**src/rtl/sar_adc_pkg.sv**
```systemverilog
package sar_adc_pkg;

  localparam int unsigned CHAN_W     = 3;
  localparam int unsigned CTL_CLK_B  = 4;
  localparam int unsigned CTL_EN_B   = 5;
  localparam int unsigned CTL_DONE_B = 7;

  typedef enum logic [1:0] {
    ST_IDLE   = 2'd0,
    ST_SAMPLE = 2'd1,
    ST_TRIAL  = 2'd2
  } seq_state_e;

endpackage

```
**src/rtl/sar_adc_rst_sync.sv**
```systemverilog
module sar_adc_rst_sync #(
  parameter int unsigned STAGES = 2
) (
  input  logic clk,
  input  logic rst_n,
  output logic rst_sn
);

  logic [STAGES-1:0] sync_q;

  always_ff @(posedge clk or negedge rst_n) begin
    if (!rst_n) sync_q <= '0;
    else        sync_q <= {sync_q[STAGES-2:0], 1'b1};
  end

  assign rst_sn = sync_q[STAGES-1];

endmodule

```
**src/rtl/sar_adc_regs.sv**
```systemverilog
module sar_adc_regs
  import sar_adc_pkg::*;
#(
  parameter int unsigned ADDR_W = 8,
  parameter int unsigned DATA_W = 8,
  parameter logic [ADDR_W-1:0] CTRL_ADDR = 8'h20
) (
  input  logic                clk,
  input  logic                rst_sn,
  input  logic                bus_sel,
  input  logic                bus_we,
  input  logic [ADDR_W-1:0]   bus_addr,
  input  logic [DATA_W-1:0]   bus_wdata,
  output logic [DATA_W-1:0]   bus_rdata,
  input  logic                res_load,
  input  logic [DATA_W-1:0]   res_value,
  output logic                ctrl_wr,
  output logic                data_wr,
  output logic [CHAN_W-1:0]   chan,
  output logic                clk_sel,
  output logic                done
);

  localparam logic [ADDR_W-1:0] DATA_ADDR = CTRL_ADDR + 1'b1;

  logic [CHAN_W-1:0] chan_q, chan_n;
  logic              en_q, en_n;
  logic              clk_q, clk_n;
  logic              done_q, done_n;
  logic [DATA_W-1:0] data_q, data_n;
  logic [DATA_W-1:0] ctl_view;

  assign ctrl_wr = bus_sel && bus_we && (bus_addr == CTRL_ADDR);
  assign data_wr = bus_sel && bus_we && (bus_addr == DATA_ADDR);

  // Next-state: control write wins over completion on the same edge
  always_comb begin
    chan_n = chan_q;
    en_n   = en_q;
    clk_n  = clk_q;
    done_n = done_q;
    data_n = data_q;
    if (res_load) begin
      data_n = res_value;
      done_n = 1'b1;
    end
    if (ctrl_wr) begin
      chan_n = bus_wdata[CHAN_W-1:0];
      clk_n  = bus_wdata[CTL_CLK_B];
      en_n   = bus_wdata[CTL_EN_B];
      done_n = 1'b0;
    end
  end

  always_ff @(posedge clk or negedge rst_sn) begin
    if (!rst_sn) begin
      chan_q <= '0;
      en_q   <= 1'b0;
      clk_q  <= 1'b0;
      done_q <= 1'b0;
      data_q <= '0;
    end else begin
      chan_q <= chan_n;
      en_q   <= en_n;
      clk_q  <= clk_n;
      done_q <= done_n;
      data_q <= data_n;
    end
  end

  always_comb begin
    ctl_view                = '0;
    ctl_view[CHAN_W-1:0]    = chan_q;
    ctl_view[CTL_CLK_B]     = clk_q;
    ctl_view[CTL_EN_B]      = en_q;
    ctl_view[CTL_DONE_B]    = done_q;
  end

  always_comb begin
    bus_rdata = '0;
    if (bus_sel) begin
      if (bus_addr == CTRL_ADDR)      bus_rdata = ctl_view;
      else if (bus_addr == DATA_ADDR) bus_rdata = data_q;
    end
  end

  assign chan    = chan_q;
  assign clk_sel = clk_q;
  assign done    = done_q;

endmodule

```
**src/rtl/sar_adc_seq.sv**
```systemverilog
module sar_adc_seq
  import sar_adc_pkg::*;
#(
  parameter int unsigned RES_W = 8
) (
  input  logic             clk,
  input  logic             rst_sn,
  input  logic             restart,
  input  logic             en_new,
  input  logic             cmp_below,
  output logic             sample_o,
  output logic [RES_W-1:0] dac_code,
  output logic             res_load,
  output logic [RES_W-1:0] res_value
);

  localparam int unsigned IDX_W = $clog2(RES_W);
  localparam logic [IDX_W-1:0] TOP_IDX = IDX_W'(RES_W - 1);

  seq_state_e       state_q, state_n;
  logic [IDX_W-1:0] idx_q, idx_n;
  logic [RES_W-1:0] sar_q, sar_n;
  logic [RES_W-1:0] bit_mask;
  logic [RES_W-1:0] trial;
  logic [RES_W-1:0] kept;

  assign bit_mask = RES_W'(1) << idx_q;
  assign trial    = sar_q | bit_mask;
  assign kept     = cmp_below ? (trial & ~bit_mask) : trial;

  always_comb begin
    state_n   = state_q;
    idx_n     = idx_q;
    sar_n     = sar_q;
    res_load  = 1'b0;
    res_value = kept;
    unique case (state_q)
      ST_IDLE: ;
      ST_SAMPLE: begin
        state_n = ST_TRIAL;
        idx_n   = TOP_IDX;
        sar_n   = '0;
      end
      ST_TRIAL: begin
        sar_n = kept;
        if (idx_q == '0) begin
          res_load = 1'b1;
          state_n  = ST_SAMPLE;
        end else begin
          idx_n = idx_q - IDX_W'(1);
        end
      end
      default: state_n = ST_IDLE;
    endcase
    if (restart) begin
      state_n  = en_new ? ST_SAMPLE : ST_IDLE;
      res_load = 1'b0;
    end
  end

  always_ff @(posedge clk or negedge rst_sn) begin
    if (!rst_sn) begin
      state_q <= ST_IDLE;
      idx_q   <= '0;
      sar_q   <= '0;
    end else begin
      state_q <= state_n;
      idx_q   <= idx_n;
      sar_q   <= sar_n;
    end
  end

  assign sample_o = (state_q == ST_SAMPLE);
  assign dac_code = (state_q == ST_TRIAL) ? trial : '0;

endmodule

```
**src/rtl/sar_adc_ctrl.sv**
```systemverilog
module sar_adc_ctrl
  import sar_adc_pkg::*;
#(
  parameter int unsigned ADDR_W = 8,
  parameter logic [ADDR_W-1:0] CTRL_ADDR = 8'h20,
  parameter int unsigned RES_W = 8
) (
  input  logic              clk,
  input  logic              rst_n,
  input  logic              bus_sel,
  input  logic              bus_we,
  input  logic [ADDR_W-1:0] bus_addr,
  input  logic [7:0]        bus_wdata,
  output logic [7:0]        bus_rdata,
  output logic [2:0]        mux_sel,
  output logic [RES_W-1:0]  dac_code,
  output logic              sample_o,
  input  logic              cmp_below,
  output logic              clk_src_o
);

  logic              rst_sn;
  logic              ctrl_wr;
  logic              data_wr;
  logic              done;
  logic              res_load;
  logic [RES_W-1:0]  res_value;
  logic [CHAN_W-1:0] chan;

  sar_adc_rst_sync #(.STAGES(2)) u_rst (
    .clk    (clk),
    .rst_n  (rst_n),
    .rst_sn (rst_sn)
  );

  sar_adc_regs #(
    .ADDR_W    (ADDR_W),
    .DATA_W    (RES_W),
    .CTRL_ADDR (CTRL_ADDR)
  ) u_regs (
    .clk       (clk),
    .rst_sn    (rst_sn),
    .bus_sel   (bus_sel),
    .bus_we    (bus_we),
    .bus_addr  (bus_addr),
    .bus_wdata (bus_wdata),
    .bus_rdata (bus_rdata),
    .res_load  (res_load),
    .res_value (res_value),
    .ctrl_wr   (ctrl_wr),
    .data_wr   (data_wr),
    .chan      (chan),
    .clk_sel   (clk_src_o),
    .done      (done)
  );

  sar_adc_seq #(.RES_W(RES_W)) u_seq (
    .clk       (clk),
    .rst_sn    (rst_sn),
    .restart   (ctrl_wr),
    .en_new    (bus_wdata[CTL_EN_B]),
    .cmp_below (cmp_below),
    .sample_o  (sample_o),
    .dac_code  (dac_code),
    .res_load  (res_load),
    .res_value (res_value)
  );

  assign mux_sel = chan;

endmodule

```
**config.mk**
```make
export PLATFORM = sky130hd
export DESIGN_NAME = sar_adc_ctrl
export DESIGN_NICKNAME = d
export VERILOG_FILES = /design/src/rtl/sar_adc_pkg.sv /design/src/rtl/sar_adc_rst_sync.sv /design/src/rtl/sar_adc_regs.sv /design/src/rtl/sar_adc_seq.sv /design/src/rtl/sar_adc_ctrl.sv
export SDC_FILE = /design/constraint.sdc
export NUM_CORES = 1
export LEC_CHECK = 0
export BUFFER_PORTS_ARGS = -buffer_cell sky130_fd_sc_hd__buf_2
export CAP_MARGIN = 20
export CORE_MARGIN = 1.5
export CORE_UTILIZATION = 40
export DETAILED_ROUTE_END_ITERATION = 8
export GPL_ROUTABILITY_DRIVEN = 0
export MAX_ROUTING_LAYER = met4
export PLACE_DENSITY = 0.63
export SLEW_MARGIN = 20
export SYNTH_ARGS = -nofsm -noshare
export SYNTH_HDL_FRONTEND = slang
export SYNTH_HIERARCHICAL = 1
export SYNTH_SLANG_ARGS = --single-unit
```
**constraint.sdc**
```tcl
create_clock -name clk -period 1.76 [get_ports clk]
set_input_delay 0.352 -clock clk [delete_from_list [all_inputs] [get_ports clk]]
set_output_delay 0.352 -clock clk [all_outputs]
set_load 0.01 [all_outputs]
```
==> flow_summary.toml <==
[outcome]
outcome = "complete, no violations"

[finish]
final_area_um2 = 2310
syn2layout_area_growth_pct = 39.5
drive_gt1_frac = 0.516
fin_nets = 251
fillers = 349
fin_util = 0.579
final_cell_mix = "buf_2, dfrtp_1, buf_4"
antennaDiodeCount = 0
final_common_cell = "buf_2"
stdcell_count = 271

[die]
start_util = 0.415
rows = 23
dieHeight_um = 67.4
die_w_um = 67.4
io_pins = 42
core_um2 = 4000
dieArea_um2 = 4540

[worst_setup_path]
r2r_end = "u_regs/data_q[4]"
crit_type = "reg2out"
end_kind = "output port"
worstPathRequired_ns = 1.41
max_stage_delay_ns = 0.39
path_cells = "inv_2, buf_6, ha_4, nand2b_4, a21oi_2, buf_2"
regToRegStartpoint = "u_seq/idx_q[0]"
arrival_ns = 1.38
path_max_fanout = 3
slowest_stage = "dfrtp_1"
reg2reg_depth = 6
critPathTopFamily = "flip-flops"
startpoint_type = "register"
rrSetupSlack_ns = 0.05
critPathBufInv = 3

[routing]
vias_per_cell = 4.90
wl_um = 3810
initialDrtViolationCount = 50
wl_per_cell_um = 14.0
num_vias = 1328
firstDrtPassIters = 4
drc_errors = 0
detail-route-antenna-nets = 0

[cts]
clk_pin_slew_ns = 0.06
clock_sinks = 29
insertion_delay_ns = 0.28
cts.path.max_buffers = 2
cts_root_buf = "clkbuf_8"
cts_tree = "yes"
cts_buffers = 5
htreeDepth = 2

[sta]
fmax_mhz = 579
setup_viol = 0
period_needed_ns = 1.73
clock_skew_ns = 0.00556
rsz0062_at_grt = "yes"
period_share = 0.982
holdWs_ns = 0.238
slew_violations = 0
hold_viol = 0
fin_ws_ns = 0.0317

[pwr]
leakagePower_nw = 1.24
swShare = 0.346
pwr-share-clk = 0.202
pwr_density_cell_nw_per_um2 = 1160
p_int_w = 0.00175
power_frac_seq = 0.354
comb_power_share = 0.444
ir_worst_vdd_mv = 0.661
netSwitchingPower_w = 0.000927

[global_routing]
use_met3 = 0.0450
grt.met2_usage = 0.317
grt_max_degree = 28
gr-total-overflow = 0
use_met1 = 0.226
antenna_found_initial = 0
grt_most_used_layer = "met2"
grt_pass1_vias = 1350
grt_pass1_wl_um = 6160
grt.total_usage = 0.192

[placed_design]
post-place-ws_ns = -0.376
hpwlAfterDp_um = 2830
placed_area_um2 = 2010
dp_cells = 255
port_buffers = 38

[yosys]
netlist_area_um2 = 1660
yosysWarnings = 6
syn_nets = 184
syn_inst = 154
syn_avg_cell_area_um2 = 10.8

[flow_run]
cap_violations = 0

[min_path]
min_path_type = "reg2async"
## metrics by stage
stage / TNS, ns / power (W)
6_report: 0 / 0.00268
5_1_grt: -0.101 / 0.00286
4_1_cts: 0 / 0.00257
3_5_place_dp: -3.10 / 0.00190
3_3_place_gp: -2.58 / 0.00185
2_1_floorplan: 0 / 0.00157
## power by group through the flow
stage	Combinational [W]	Clock (W)	Sequential [W]
floorplan	0.000631	0	0.000942
CTS	0.00107	0.000554	0.000945
global route	0.00129	0.000592	0.000975
global placement	0.000910	0	0.000945
detailed placement	0.000955	0	0.000948
finish	0.00119	0.000542	0.000948
## cell type report
class / instances / area, µm² / area share
clock buffer: 7 / 86.3 / 0.0373
inverter: 22 / 82.6 / 0.0357
multi-input combinational: 97 / 932 / 0.403
sequential: 29 / 726 / 0.314
tap: 50 / 62.6 / 0.0270
timing repair buffer: 66 / 425 / 0.184
## worst max-delay path by stage
stage | startpoint | to | cells past startpoint
2_1_floorplan | u_seq/idx_q[0] | u_regs/data_q[0] | 7
3_3_place_gp | bus_sel | u_regs/data_q[1] | 6
3_5_place_dp | bus_sel | u_regs/data_q[6] | 6
4_1_cts | u_seq/state_q[0] | dac_code[1] | 6
5_1_grt | u_seq/idx_q[0] | dac_code[4] | 6
6_report | u_seq/idx_q[1] | dac_code[1] | 6
## per-layer routing
| metal | routed length, µm | vias to the layer above |
|---|---|---|
| met4 | 46 | 0 |
| met1 | 1640 | 643 |
| met5 | 0 | - |
| li1 | - | 652 |
| met2 | 1990 | 26 |
| met3 | 127 | 7 |
## repair_timing
action | CTS | global route
endpoints found under the hold margin | 2 | 0
setup buffers | 3 | 5
pin swaps | 6 | 7
gates cloned | 0 | 0
resized for setup | 20 | 14
hold buffers | 1 | 0
setup endpoints to repair | 18 | 15
## flip-flops by register name, summed over array words and instances (netlist names)
register / cells
u_regs/data_q: 8
u_seq/sar_q: 8
u_regs/chan: 3
u_seq/idx_q: 3
u_rst/sync_q: 2
u_seq/state_q: 2
u_regs/clk_sel: 1
u_regs/done: 1
u_regs/en_q: 1
(Power assumes the default switching activity.)
